===== src/rtl/ldst_mon_pkg.sv =====
package ldst_mon_pkg;
  localparam int NRULE = 7;
  localparam int CW    = $clog2(NRULE + 1);

  typedef enum logic [1:0] {
    TX_IDLE = 2'd0,
    TX_LD   = 2'd1,
    TX_ST   = 2'd2
  } txn_t;

  typedef enum logic [CW-1:0] {
    RC_NONE   = 3'd0,
    RC_BOTH   = 3'd1,
    RC_REQBSY = 3'd2,
    RC_ADDR   = 3'd3,
    RC_PULSE  = 3'd4,
    RC_EXC    = 3'd5,
    RC_LOAD   = 3'd6,
    RC_STORE  = 3'd7
  } rule_t;
endpackage


===== src/rtl/ldst_mon_hist.sv =====
module ldst_mon_hist #(
  parameter int AW = 16
) (
  input  logic          clk,
  input  logic          rst,
  input  logic          req,
  input  logic          busy,
  input  logic          addr_vld,
  input  logic [AW-1:0] addr,
  input  logic          addr_ack,
  input  logic          exc,
  input  logic          st_vld,
  output logic          req_q,
  output logic          busy_q,
  output logic          addr_vld_q,
  output logic [AW-1:0] addr_q,
  output logic          ack_q,
  output logic          exc_q,
  output logic          st_vld_q
);
  always_ff @(posedge clk) begin
    if (rst) begin
      req_q      <= 1'b0;
      busy_q     <= 1'b0;
      addr_vld_q <= 1'b0;
      addr_q     <= '0;
      ack_q      <= 1'b0;
      exc_q      <= 1'b0;
      st_vld_q   <= 1'b0;
    end else begin
      req_q      <= req;
      busy_q     <= busy;
      addr_vld_q <= addr_vld;
      addr_q     <= addr;
      ack_q      <= addr_ack;
      exc_q      <= exc;
      st_vld_q   <= st_vld;
    end
  end
endmodule


===== src/rtl/ldst_mon_txn.sv =====
module ldst_mon_txn
  import ldst_mon_pkg::*;
(
  input  logic clk,
  input  logic rst,
  input  logic ld_req,
  input  logic req_new,
  input  logic busy,
  input  logic busy_q,
  input  logic addr_ack,
  output txn_t txn_q,
  output txn_t txn_cur,
  output logic acked_q,
  output logic fall
);
  logic start;

  always_comb begin
    fall    = busy_q & ~busy;
    start   = req_new & busy & ~busy_q & (txn_q == TX_IDLE);
    txn_cur = txn_q;
    if (start) txn_cur = ld_req ? TX_LD : TX_ST;
  end

  always_ff @(posedge clk) begin
    if (rst) begin
      txn_q   <= TX_IDLE;
      acked_q <= 1'b0;
    end else begin
      txn_q   <= fall ? TX_IDLE : txn_cur;
      acked_q <= (fall || txn_cur == TX_IDLE) ? 1'b0 : (acked_q | addr_ack);
    end
  end

  AST_FALL_CLOSES: assert property (@(posedge clk) disable iff (rst)
    fall |=> (txn_q == TX_IDLE));
  AST_IDLE_NO_ACK: assert property (@(posedge clk) disable iff (rst)
    (txn_q == TX_IDLE) |-> !acked_q);
endmodule


===== src/rtl/ldst_mon_rules.sv =====
module ldst_mon_rules
  import ldst_mon_pkg::*;
#(
  parameter int AW = 16
) (
  input  logic          ld_req,
  input  logic          st_req,
  input  logic          req_new,
  input  logic          busy,
  input  logic          busy_q,
  input  logic          addr_vld,
  input  logic          addr_vld_q,
  input  logic [AW-1:0] addr,
  input  logic [AW-1:0] addr_q,
  input  logic          addr_ack,
  input  logic          ack_q,
  input  logic          exc,
  input  logic          exc_q,
  input  logic          ld_vld,
  input  logic          st_vld,
  input  logic          st_vld_q,
  input  txn_t          txn_q,
  input  txn_t          txn_cur,
  input  logic          acked_q,
  input  logic          fall,
  output logic [NRULE:1] viol
);
  logic ld_bad_strobe, ld_bad_end, st_bad_strobe, st_bad_hold, st_bad_end;

  always_comb begin
    ld_bad_strobe = ld_vld & (busy | (txn_cur != TX_LD));
    ld_bad_end    = fall & (txn_q == TX_LD) & ~ld_vld & ~exc;
    st_bad_strobe = st_vld & ((txn_cur != TX_ST) | ~acked_q);
    st_bad_hold   = st_vld_q & busy;
    st_bad_end    = fall & (txn_q == TX_ST) & ~st_vld_q & ~exc;

    viol[RC_BOTH]   = ld_req & st_req;
    viol[RC_REQBSY] = req_new & (busy_q | ~busy);
    viol[RC_ADDR]   = busy & busy_q & (txn_q != TX_IDLE) & addr_vld_q &
                      (~addr_vld | (addr != addr_q));
    viol[RC_PULSE]  = (addr_ack & ack_q) | (exc & exc_q);
    viol[RC_EXC]    = exc & (busy | acked_q | addr_ack);
    viol[RC_LOAD]   = ld_bad_strobe | ld_bad_end;
    viol[RC_STORE]  = st_bad_strobe | st_bad_hold | st_bad_end;
  end
endmodule


===== src/rtl/ldst_mon_latch.sv =====
module ldst_mon_latch
  import ldst_mon_pkg::*;
(
  input  logic           clk,
  input  logic           rst,
  input  logic [NRULE:1] viol,
  output logic           err_q,
  output logic [CW-1:0]  code_q
);
  logic [CW-1:0] first;

  always_comb begin
    first = '0;
    for (int i = NRULE; i >= 1; i--) begin
      if (viol[i]) first = i[CW-1:0];
    end
  end

  always_ff @(posedge clk) begin
    if (rst) begin
      err_q  <= 1'b0;
      code_q <= '0;
    end else if (!err_q && (|viol)) begin
      err_q  <= 1'b1;
      code_q <= first;
    end
  end

  AST_ERR_STICKY: assert property (@(posedge clk) disable iff (rst)
    err_q |=> (err_q && $stable(code_q)));
  AST_FIRST_CAUGHT: assert property (@(posedge clk) disable iff (rst)
    (!err_q && (|viol)) |=> err_q);
  AST_CODE_NONZERO: assert property (@(posedge clk) disable iff (rst)
    err_q |-> (code_q != '0));
endmodule


===== src/rtl/ldst_port_monitor.sv =====
module ldst_port_monitor
  import ldst_mon_pkg::*;
#(
  parameter int AW = 16
) (
  input  logic          clk,
  input  logic          rst,
  input  logic          ld_req,
  input  logic          st_req,
  input  logic          busy,
  input  logic          addr_vld,
  input  logic [AW-1:0] addr,
  input  logic          addr_ack,
  input  logic          exc,
  input  logic          ld_vld,
  input  logic          st_vld,
  output logic          err,
  output logic [2:0]    err_code
);
  logic          req, req_new;
  logic          req_q, busy_q, addr_vld_q, ack_q, exc_q, st_vld_q;
  logic [AW-1:0] addr_q;
  txn_t          txn_q, txn_cur;
  logic          acked_q, fall;
  logic [NRULE:1] viol;
  logic [CW-1:0] code_q;

  assign req     = ld_req | st_req;
  assign req_new = req & ~req_q;

  ldst_mon_hist #(.AW(AW)) u_hist (
    .clk(clk), .rst(rst), .req(req), .busy(busy), .addr_vld(addr_vld),
    .addr(addr), .addr_ack(addr_ack), .exc(exc), .st_vld(st_vld),
    .req_q(req_q), .busy_q(busy_q), .addr_vld_q(addr_vld_q),
    .addr_q(addr_q), .ack_q(ack_q), .exc_q(exc_q), .st_vld_q(st_vld_q)
  );

  ldst_mon_txn u_txn (
    .clk(clk), .rst(rst), .ld_req(ld_req), .req_new(req_new), .busy(busy),
    .busy_q(busy_q), .addr_ack(addr_ack), .txn_q(txn_q), .txn_cur(txn_cur),
    .acked_q(acked_q), .fall(fall)
  );

  ldst_mon_rules #(.AW(AW)) u_rules (
    .ld_req(ld_req), .st_req(st_req), .req_new(req_new), .busy(busy),
    .busy_q(busy_q), .addr_vld(addr_vld), .addr_vld_q(addr_vld_q),
    .addr(addr), .addr_q(addr_q), .addr_ack(addr_ack), .ack_q(ack_q),
    .exc(exc), .exc_q(exc_q), .ld_vld(ld_vld), .st_vld(st_vld),
    .st_vld_q(st_vld_q), .txn_q(txn_q), .txn_cur(txn_cur),
    .acked_q(acked_q), .fall(fall), .viol(viol)
  );

  ldst_mon_latch u_latch (
    .clk(clk), .rst(rst), .viol(viol), .err_q(err), .code_q(code_q)
  );

  assign err_code = code_q;

  AST_BOTH_REQ: assert property (@(posedge clk) disable iff (rst)
    (ld_req && st_req && !err) |=> (err && err_code == 3'd1));
  AST_EXC_BUSY: assert property (@(posedge clk) disable iff (rst)
    (exc && busy) |=> err);
  AST_LD_BUSY: assert property (@(posedge clk) disable iff (rst)
    (ld_vld && busy) |=> err);
endmodule


===== config.mk =====
export PLATFORM = sky130hd
export DESIGN_NAME = ldst_port_monitor
export DESIGN_NICKNAME = d
export VERILOG_FILES = /design/src/rtl/ldst_mon_pkg.sv /design/src/rtl/ldst_mon_hist.sv /design/src/rtl/ldst_mon_txn.sv /design/src/rtl/ldst_mon_rules.sv /design/src/rtl/ldst_mon_latch.sv /design/src/rtl/ldst_port_monitor.sv
export SDC_FILE = /design/constraint.sdc
export NUM_CORES = 1
export LEC_CHECK = 0
export ABC_AREA = 1
export BUFFER_PORTS_ARGS = -buffer_cell sky130_fd_sc_hd__buf_4
export CORE_MARGIN = 8
export CORE_UTILIZATION = 52
export DETAILED_ROUTE_END_ITERATION = 7
export GPL_ROUTABILITY_DRIVEN = 0
export PLACE_DENSITY = 0.73
export SLEW_MARGIN = 20
export SYNTH_ARGS = -nofsm -noshare
export SYNTH_HDL_FRONTEND = slang
export SYNTH_SLANG_ARGS = --single-unit

===== constraint.sdc =====
create_clock -name clk -period 2 [get_ports clk]
set_clock_uncertainty 0.1 [all_clocks]
set_input_delay 0.5 -clock clk [delete_from_list [all_inputs] [get_ports clk]]
set_output_delay 0.5 -clock clk [all_outputs]
set_load 0.1 [all_outputs]

==> results_dict.tcl, run 1 <==
set metrics [dict create \
    layout_min_cycle_time_ns 1.65 \
    worstSetupEndpointType "flop" \
    grt_max_degree 25 \
    crit_buf_inv 1 \
    grt_use_total_pct 14.1 \
    start_util_pct 54.5 \
    nets 261 \
    htreeDepth 2 \
    ant_nets 0 \
    cts_num_sinks 29 \
    hold_viol 0 \
    crit_family "simple AND/OR/NAND/NOR gates" \
    drt_iter0_markers 44 \
    hp-class "input pin to flop" \
    drv_slew 0 \
    mappedNetlistArea_um2 1340 \
    outcome "finished clean" \
    setup_viol 0 \
    clockRootBuffer "clkbuf_4" \
    first_pass_iters 4 \
    grt_pass1_vias 1200 \
    leakage_nw 0.876 \
    cp_data_arrival_time_ns 1.81 \
    avgSynthCellArea_um2 6.66 \
    ys_warn_count 0 \
    vias 1233 \
    worstMarginPinSlew_ns 0.341 \
    routed_wl_um 2770 \
    area_delta_synth_final_pct 22.6 \
    p_total_mw 1.27 \
    fin_crit_sh_pct 82.4 \
    dieHeight_um 66.7 \
    max_freq_mhz 606 \
    cp_max_fo 4 \
    cts_tree "done" \
    drive_gt1_share_pct 22.6 \
    critPathSlowestCell "dfxtp_1" \
    ir_drop_mv 0.619 \
    numCtsBuffers 5 \
    diodes 0 \
    rsz0062_at_grt "no" \
    drt-wirelength-per-cell_um 10.5 \
    required_ns 2.17 \
    cp_cell_sequence "inv_1, nand2_2, nor2_2, nand3_1, nand2_1, nand3_2, nand2_2, nand4_2, nand2_2, nand2_2, nand2_1, nand2_1, nor2_1" \
    cts_setup_buffers 0 \
    path_clk_slew_ns 0.08 \
    dp_hpwl_um 2150 \
    hold_buffers 0 \
    core-area_um2 2450 \
    critPathKind "flop to flop" \
    nFillCells 229 \
    cpMostUsedCell "nand2_2" \
    synthesis.nets 227 \
    slew_headroom_pct 77.3 \
    die_area_um2 4450 \
    ctsResizeCount 0 \
    ys_ff_latch 29 \
    viasPerCell 4.65 \
    cap_violations 0 \
    grt_pass1_wl_um 4800 \
    clk_latency_ns 0.32 \
    worstSetupStartpointType "flop" \
    p_per_area_nw_per_um2 772 \
    fp.dieW_um 66.7 \
    grt_overflow_total 0 \
    route.detailed.drc 0 \
    crit_path_max_incr_delay_ns 0.30 \
    antenna_found_initial 0 \
    clock_path_buffers 2 \
    synthesis.instances 201 \
    ys_seq_area_share_pct 43.4 \
    rows 18 \
    synth_cell_types 24 \
    finalSetupTns_ns 0 \
    io_buffers 29 \
    io_pins 30 \
]
-- registers in the layout (all words and copies together) (netlist names) --
name               cells
u_hist.ack_q           1
u_hist.addr_q         16
u_hist.addr_vld_q      1
u_hist.busy_q          1
u_hist.exc_q           1
u_hist.req_q           1
u_hist.st_vld_q        1
u_latch.code_q         3
u_latch.err_q          1
u_txn.acked_q          1
u_txn.txn_q            2
-- metrics by stage --
stage	area (um^2)	util, %	hold slack [ns]	setup slack (ns)	std cells
after global placement	1590	64.6	0.373	0.140	258
after CTS	1640	66.9	0.276	0.338	265
after detailed placement	1590	64.6	0.384	0.0577	258
after floorplan	1340	-	0.362	0.249	201
final	1640	66.9	0.291	0.351	265
after global routing	1640	66.9	0.271	0.133	265
-- layout by cell type, fill, tap and decap left out --
cell,synthesis,routed
nand2_2,5,5
clkbuf_8,0,1
inv_2,8,8
clkbuf_1,2,1
inv_1,35,35
a2bb2oi_1,1,1
nand4_1,1,1
nand3_1,8,8
o21ai_1,2,2
nor2_1,39,39
clkbuf_4,0,5
a31oi_1,2,2
o22ai_1,1,1
o21ai_0,3,3
nor2_2,2,2
dfxtp_1,29,29
xor2_1,1,1
nand3b_1,2,2
a21oi_1,4,4
nand4_2,1,1
nand3_2,1,1
a32oi_1,1,1
xnor2_1,4,4
nor3_1,1,1
nand2_1,47,47
buf_4,0,29
o21ai_2,1,1
-- logic make-up (layout without fill, tap and decap cells) --
logic type | count (synthesis) | after routing | synth area share (%)
DFF | 29 | 29 | 43.4
and+or+nand+nor | 107 | 107 | 34.0
xor gates and xnor gates | 5 | 5 | 3.27
buffers and inverters | 45 | 79 | 12.6
AOI/OAI and AO/OA | 15 | 15 | 6.73
-- path summary, 6_finish.rpt --
check                                  startpoint                 to  slack (ns)  cells past startpoint
worst max-delay path                u_hist.busy_q  u_latch.code_q[1]        0.35                     13
worst min-delay path                     addr[15]  u_hist.addr_q[15]        0.29                      3
worst max register to register      u_hist.busy_q  u_latch.code_q[1]        0.35                     13
worst min register to register  u_latch.code_q[1]  u_latch.code_q[1]        0.39                      2
-- cell usage after synthesis --
master     instances  area (um^2)
a21oi_1            4         20.0
a2bb2oi_1          1         8.76
a31oi_1            2         12.5
a32oi_1            1         8.76
clkbuf_1           2         7.51
dfxtp_1           29          581
inv_1             35          131
inv_2              8         30.0
nand2_1           47          176
nand2_2            5         31.3
nand3_1            8         40.0
nand3_2            1         10.0
nand3b_1           2         15.0
nand4_1            1         6.26
nand4_2            1         12.5
nor2_1            39          146
nor2_2             2         12.5
nor3_1             1         5.00
o21ai_0            3         15.0
o21ai_1            2         10.0
o21ai_2            1         8.76
o22ai_1            1         6.26
xnor2_1            4         35.0
xor2_1             1         8.76
-- power breakdown --
part           internal, mW  switching, mW
Combinational        0.0999          0.184
Clock                 0.166          0.188
Sequential            0.614         0.0162
-- layer usage --
metal	vias to the layer above	part of all wire, %	GRT usage (%)
li1	665	-	-
met1	539	43	14.7
met2	27	50	23.9
met3	2	6.6	6.04
met4	0	0.54	6.40
met5	-	0	0
-- worst min-delay path, stage by stage --
cell and delay (ns):
buf_4 0.08, inv_2 0.03, nor2_1 0.06
-- layout make-up --
class	count	area (um^2)	area share [%]
clock buffer	7	55.1	3.35
inverter	43	161	9.83
multi-input combinational	127	589	35.9
sequential	29	581	35.4
tap	30	37.5	2.29
timing repair buffer	29	218	13.3
(Power assumes the default switching activity.)
==> run 2: changes to the inputs <==
--- a/config.mk
+++ b/config.mk
@@ -5,10 +5,10 @@
 export SDC_FILE = /design/constraint.sdc
 export NUM_CORES = 1
 export LEC_CHECK = 0
-export ABC_AREA = 1
+export ABC_AREA = 0
 export BUFFER_PORTS_ARGS = -buffer_cell sky130_fd_sc_hd__buf_4
 export CORE_MARGIN = 8
-export CORE_UTILIZATION = 52
+export CORE_UTILIZATION = 51
 export DETAILED_ROUTE_END_ITERATION = 7
 export GPL_ROUTABILITY_DRIVEN = 0
 export PLACE_DENSITY = 0.73
==> constraint.sdc (replaced) <==
create_clock -name clk -period 1.6 [get_ports clk]
set_clock_uncertainty 0.1 [all_clocks]
set_input_delay 0.4 -clock clk [delete_from_list [all_inputs] [get_ports clk]]
set_output_delay 0.4 -clock clk [all_outputs]
set_load 0.1 [all_outputs]
==> results_dict.tcl, run 2 <==
set metrics [dict create \
    grt_pass1_wl_um 5090 \
    grt_use_met3_pct 8.33 \
    synthesis.instances 126 \
    largest-register "u_hist.addr_q" \
    hold_viol 0 \
    yosysMostFrequentCell "dfxtp_1" \
    clockRootBuffer "clkbuf_4" \
    cp_cell_sequence "nor3b_4, mux2i_2, o2111ai_2, a211oi_2, mux2i_1, o21a_1" \
    min_path_cells 2 \
    setup_viol 4 \
    outcome "finished with violations" \
    cp_max_fo 4 \
    hp-class "input pin to flop" \
    top_regs "u_hist.addr_q (16), u_latch.code_q (3), u_txn.txn_q (2)" \
    synth_common_cells "dfxtp_1, nor2b_1, xnor2_1" \
    ys.flop_type "dfxtp_1" \
    hp-start "addr_vld" \
    critPathSlowestCell "dfxtp_2" \
    mappedNetlistArea_um2 1240 \
    core-area_um2 2390 \
    io_buffers 29 \
    drv_slew 0 \
    io_pins 30 \
    place_ws_ns -0.339 \
    final_common_cell "buf_4" \
    synth-edff-count 0 \
    fp.dieW_um 65.3 \
    first_pass_iters 4 \
    leakage_nw 0.714 \
    viasPerCell 5.29 \
    cts_num_sinks 29 \
    slew_headroom_pct 73.6 \
    numCtsBuffers 5 \
    crit_family "compound AO/OA/AOI/OAI gates" \
    worstSetupStartpointType "flop" \
    area_delta_synth_final_pct 40.7 \
    grt_pass1_vias 1157 \
    instances_no_fill 207 \
    p_per_area_nw_per_um2 909 \
    layout_min_cycle_time_ns 1.82 \
    start_util_pct 51.9 \
    ys_seq_area_share_pct 46.9 \
    violations "negative setup slack" \
    final_cell_mix "buf_4, dfxtp_1, nor2b_1" \
    crit_path_max_incr_delay_ns 0.37 \
    synthArstFlopShare_pct 0 \
    path_clk_slew_ns 0.09 \
    use_met2_pct 24.2 \
    ys_ff_latch 29 \
    worstMarginPinSlew_ns 0.392 \
    r2r_start "u_txn.txn_q[0]" \
    rsz0062_at_grt "yes" \
    yosys.area.top_type_share_pct 46.9 \
    critPathKind "flop to flop" \
    cp_data_arrival_time_ns 2.00 \
    final_util_pct 73.0 \
    route.detailed.drc 0 \
    worstSetupEndpointType "flop" \
    nets 203 \
    grt-busiest-layer "met2" \
    synth_top_area_cell "dfxtp_1" \
    grt_max_degree 19 \
    antenna_found_initial 0 \
    dp_hpwl_um 2200 \
    synthesis.nets 152 \
    synth_area_leaders "dfxtp_1, xnor2_1, nor2b_1, nor2_1, nor4b_1" \
    crit_buf_inv 0 \
    cap_violations 0 \
    ir_drop_mv 0.799 \
    rows 18 \
    avgSynthCellArea_um2 9.83 \
    clock_path_buffers 2 \
    grt_overflow_total 0 \
    grt_util_met1_pct 15.2 \
    grt_use_total_pct 15.4 \
    whs_endpoint "u_hist.addr_vld_q" \
    ant_nets 0 \
    cts_tree "done" \
    die_area_um2 4260 \
    fin_crit_sh_pct 114 \
    r2r-end "u_latch.code_q[0]" \
    dieHeight_um 65.3 \
    clk_latency_ns 0.32 \
    drive_gt1_share_pct 39.0 \
    ys_warn_count 0 \
    diodes 0 \
    setup_slack_ns -0.223 \
    p_total_mw 1.58 \
    drt-wirelength-per-cell_um 14.2 \
    synth_cell_types 33 \
    htreeDepth 2 \
    placedCellCount 199 \
    ff2ff_path_depth 6 \
    max_freq_mhz 548 \
    drt_iter0_markers 59 \
    required_ns 1.78 \
    largest_reg_flops 16 \
    routed_wl_um 2950 \
    r2r_setup_slack_ns -0.22 \
    vias 1096 \
]
-- run 2: area by class of cell --
class                           count  area, um^2
Inverter                            4        15.0
Sequential cell                    29         587
Multi-Input combinational cell     90         692
Fill cell                         185         644
Timing Repair Buffer               47         357
Clock buffer                        7        55.1
Tap cell                           30        37.5
-- run 2: how the worst max path moves through the flow --
stage	endpoint	cells after the start	start	slack (ns)
after floorplan	u_latch.code_q[0]	6	busy	-0.05
after global placement	u_latch.code_q[0]	7	busy	-0.25
after detailed placement	u_latch.code_q[0]	7	busy	-0.34
after CTS	u_latch.code_q[0]	6	u_txn.txn_q[0]	-0.19
after global routing	u_latch.code_q[0]	6	u_txn.txn_q[0]	-0.30
final	u_latch.code_q[0]	6	u_txn.txn_q[0]	-0.22
-- run 2: logic make-up (layout without fill, tap and decap cells) --
kind of cell           Yosys count  after routing  share of synthesized area, %
AND/OR/NAND/NOR                 49             49                          23.7
flip-flops                      29             29                          46.9
AO/OA/AOI/OAI                   23             23                          14.3
XOR/XNOR                        16             16                          11.3
buffers and inverters            7             58                          2.12
multiplexers                     2              2                          1.62
-- run 2: worst reg2reg max path, stage by stage, from the launching register on --
cell	delay, ns
dfxtp_2	0.37
nor3b_4	0.21
mux2i_2	0.30
o2111ai_2	0.20
a211oi_2	0.24
mux2i_1	0.23
o21a_1	0.13
-- run 2: stage by stage --
stage	hold WS [ns]	instance area (um^2)	TNS (ns)
2_1_floorplan	0.398	1250	-0.0534
3_3_place_gp	0.414	1620	-0.833
3_5_place_dp	0.423	1620	-1.17
4_1_cts	0.179	1710	-0.397
5_1_grt	0.181	1740	-0.843
6_report	0.194	1740	-0.579
-- run 2: repair_timing --
action,in CTS,in global routing
hold buffers,0,0
gates resized for setup,5,6
pin swaps,3,9
buffers inserted,0,1
setup endpoints to repair,4,5
-- run 2: per-layer routing --
metal	vias up	routed length, um	part of all wire, %
met1	509	1180	40
li1	547	-	-
met3	10	226	7.7
met5	-	0	0
met4	0	83	2.8
met2	30	1460	49
-- run 2: power by group --
| group | total [mW] | internal (mW) | leakage, nW | switching [mW] |
|---|---|---|---|---|
| clock network | 0.442 | 0.207 | 0.0314 | 0.235 |
| logic | 0.346 | 0.171 | 0.440 | 0.175 |
| registers | 0.796 | 0.766 | 0.243 | 0.0307 |
| total | 1.58 | 1.14 | 0.714 | 0.440 |
==> run 3: changes to the inputs <==
--- a/config.mk
+++ b/config.mk
@@ -8,10 +8,11 @@
 export ABC_AREA = 0
 export BUFFER_PORTS_ARGS = -buffer_cell sky130_fd_sc_hd__buf_4
 export CORE_MARGIN = 8
-export CORE_UTILIZATION = 51
+export CORE_UTILIZATION = 54
+export CTS_BUF_LIST = sky130_fd_sc_hd__clkbuf_8
 export DETAILED_ROUTE_END_ITERATION = 7
 export GPL_ROUTABILITY_DRIVEN = 0
-export PLACE_DENSITY = 0.73
+export PLACE_DENSITY = 0.76
 export SLEW_MARGIN = 20
 export SYNTH_ARGS = -nofsm -noshare
 export SYNTH_HDL_FRONTEND = slang
==> results_dict.tcl, run 3 (synthesis results as in run 2) <==
set metrics [dict create \
    antenna_found_initial 0 \
    grt_use_total_pct 14.4 \
    final_util_pct 82.0 \
    io_pins 30 \
    placedCellCount 192 \
    p_int_mw 1.22 \
    viasPerCell 5.45 \
    routed_wl_um 2950 \
    worstSetupEndpointType "flop" \
    fin_area_um2 1800 \
    diodes 0 \
    die_area_um2 4080 \
    clockPowerShare_pct 32.9 \
    hp-class "input pin to flop" \
    cts_num_sinks 29 \
    finalSetupTns_ns -0.338 \
    grt_max_degree 29 \
    area_delta_synth_final_pct 45.1 \
    io_buffers 29 \
    largest-register "u_hist.addr_q" \
    p_sw_uw 485 \
    route.detailed.drc 0 \
    drt_iter0_markers 57 \
    critPathKind "flop to flop" \
    clock_path_buffers 2 \
    numCtsBuffers 5 \
    max_freq_mhz 575 \
    drv_slew 0 \
    top_regs "u_hist.addr_q (16), u_latch.code_q (3), u_txn.txn_q (2)" \
    drt-wirelength-per-cell_um 14.6 \
    combinationalPowerShare_pct 20.4 \
    placed_area_um2 1580 \
    dp_hpwl_um 2080 \
    start_util_pct 56.5 \
    instances_no_fill 202 \
    crit_path_max_incr_delay_ns 0.38 \
    clk_latency_ns 0.28 \
    p_per_area_nw_per_um2 951 \
    drive_gt1_share_pct 42.0 \
    hold_viol 0 \
    outcome "finished with violations" \
    crit_buf_inv 0 \
    vias 1101 \
    cap_violations 0 \
    cts_tree "done" \
    setup_slack_ns -0.139 \
    clockRootBuffer "clkbuf_8" \
    cp_cell_sequence "nor3b_4, mux2i_1, o2111ai_2, a211oi_2, mux2i_1, o21a_1" \
    worstSetupStartpointType "flop" \
    cp_max_fo 5 \
    violations "negative setup slack" \
    final_cell_mix "buf_4, dfxtp_1, nor2b_1" \
    required_ns 1.73 \
    layout_min_cycle_time_ns 1.74 \
    critPathSlowestCell "dfxtp_4" \
    leakage_nw 0.731 \
    rsz0062_at_grt "yes" \
    core-area_um2 2190 \
    cpMostUsedCell "mux2i_1" \
    slew_headroom_pct 74.5 \
    grt_pass1_vias 1108 \
    final_common_cell "buf_4" \
    pwr-share-seq_pct 46.7 \
    ir_drop_mv 0.940 \
    power_switching_share_pct 28.4 \
    grt_pass1_wl_um 4660 \
    fin_crit_sh_pct 109 \
    rows 17 \
    first_pass_iters 4 \
    grt_overflow_total 0 \
    nets 199 \
    htreeDepth 2 \
    dieHeight_um 63.9 \
    setup_viol 4 \
    ant_nets 0 \
    fp.dieW_um 63.9 \
    crit_family "compound AO/OA/AOI/OAI gates" \
    worstMarginPinSlew_ns 0.380 \
    hold_buffers 0 \
    p_total_mw 1.71 \
    largest_reg_flops 16 \
    cp_data_arrival_time_ns 1.87 \
    path_clk_slew_ns 0.06 \
]
-- run 3: final cells by class --
class | count | area, um^2
Sequential cell | 29 | 589
Timing Repair Buffer | 43 | 323
Clock buffer | 5 | 68.8
Fill cell | 140 | 394
Clock inverter | 3 | 13.8
Multi-Input combinational cell | 90 | 752
Tap cell | 28 | 35.0
Inverter | 4 | 15.0
-- run 3: what timing repair did --
action / CTS / global route
pin swaps: 13 / 12
gates cloned: 0 / 0
setup buffers: 2 / 0
gates resized for setup: 4 / 17
setup endpoints to repair: 3 / 5
-- run 3: metrics by stage --
step / hold slack (ns) / worst slack [ns]
after floorplan: 0.398 / -0.0534
after CTS: 0.240 / -0.107
after global routing: 0.234 / -0.248
after detailed placement: 0.429 / -0.289
after global placement: 0.417 / -0.248
final: 0.242 / -0.139
-- run 3: worst paths after layout --
kind                      from           endpoint  slack (ns)  depth (start not counted)
max             u_txn.txn_q[0]  u_latch.code_q[0]       -0.14                          6
min                    addr[5]   u_hist.addr_q[5]        0.24                          2
max reg2reg     u_txn.txn_q[0]  u_latch.code_q[0]       -0.14                          6
min reg2reg  u_latch.code_q[2]  u_latch.code_q[2]        0.43                          1
-- run 3: layer usage --
| metal | wire [um] | global-route usage, % | vias to the layer above |
|---|---|---|---|
| met5 | 0 | 0 | - |
| met4 | 72 | 7.52 | 0 |
| met3 | 218 | 8.01 | 10 |
| met2 | 1450 | 23.5 | 40 |
| met1 | 1210 | 14.5 | 513 |
| li1 | - | - | 538 |
-- run 3: power groups by stage --
stage | sequential [mW] | combinational (mW) | clock [mW]
detailed placement | 0.811 | 0.312 | 0
global placement | 0.808 | 0.306 | 0
finish | 0.798 | 0.348 | 0.563
CTS | 0.795 | 0.321 | 0.574
global route | 0.802 | 0.372 | 0.612
floorplan | 0.865 | 0.129 | 0
-- run 3: worst reg2reg max path, stage by stage (launching register included) --
cell       delay (ns)
dfxtp_4          0.38
nor3b_4          0.19
mux2i_1          0.27
o2111ai_2        0.17
a211oi_2         0.25
mux2i_1          0.21
o21a_1           0.12
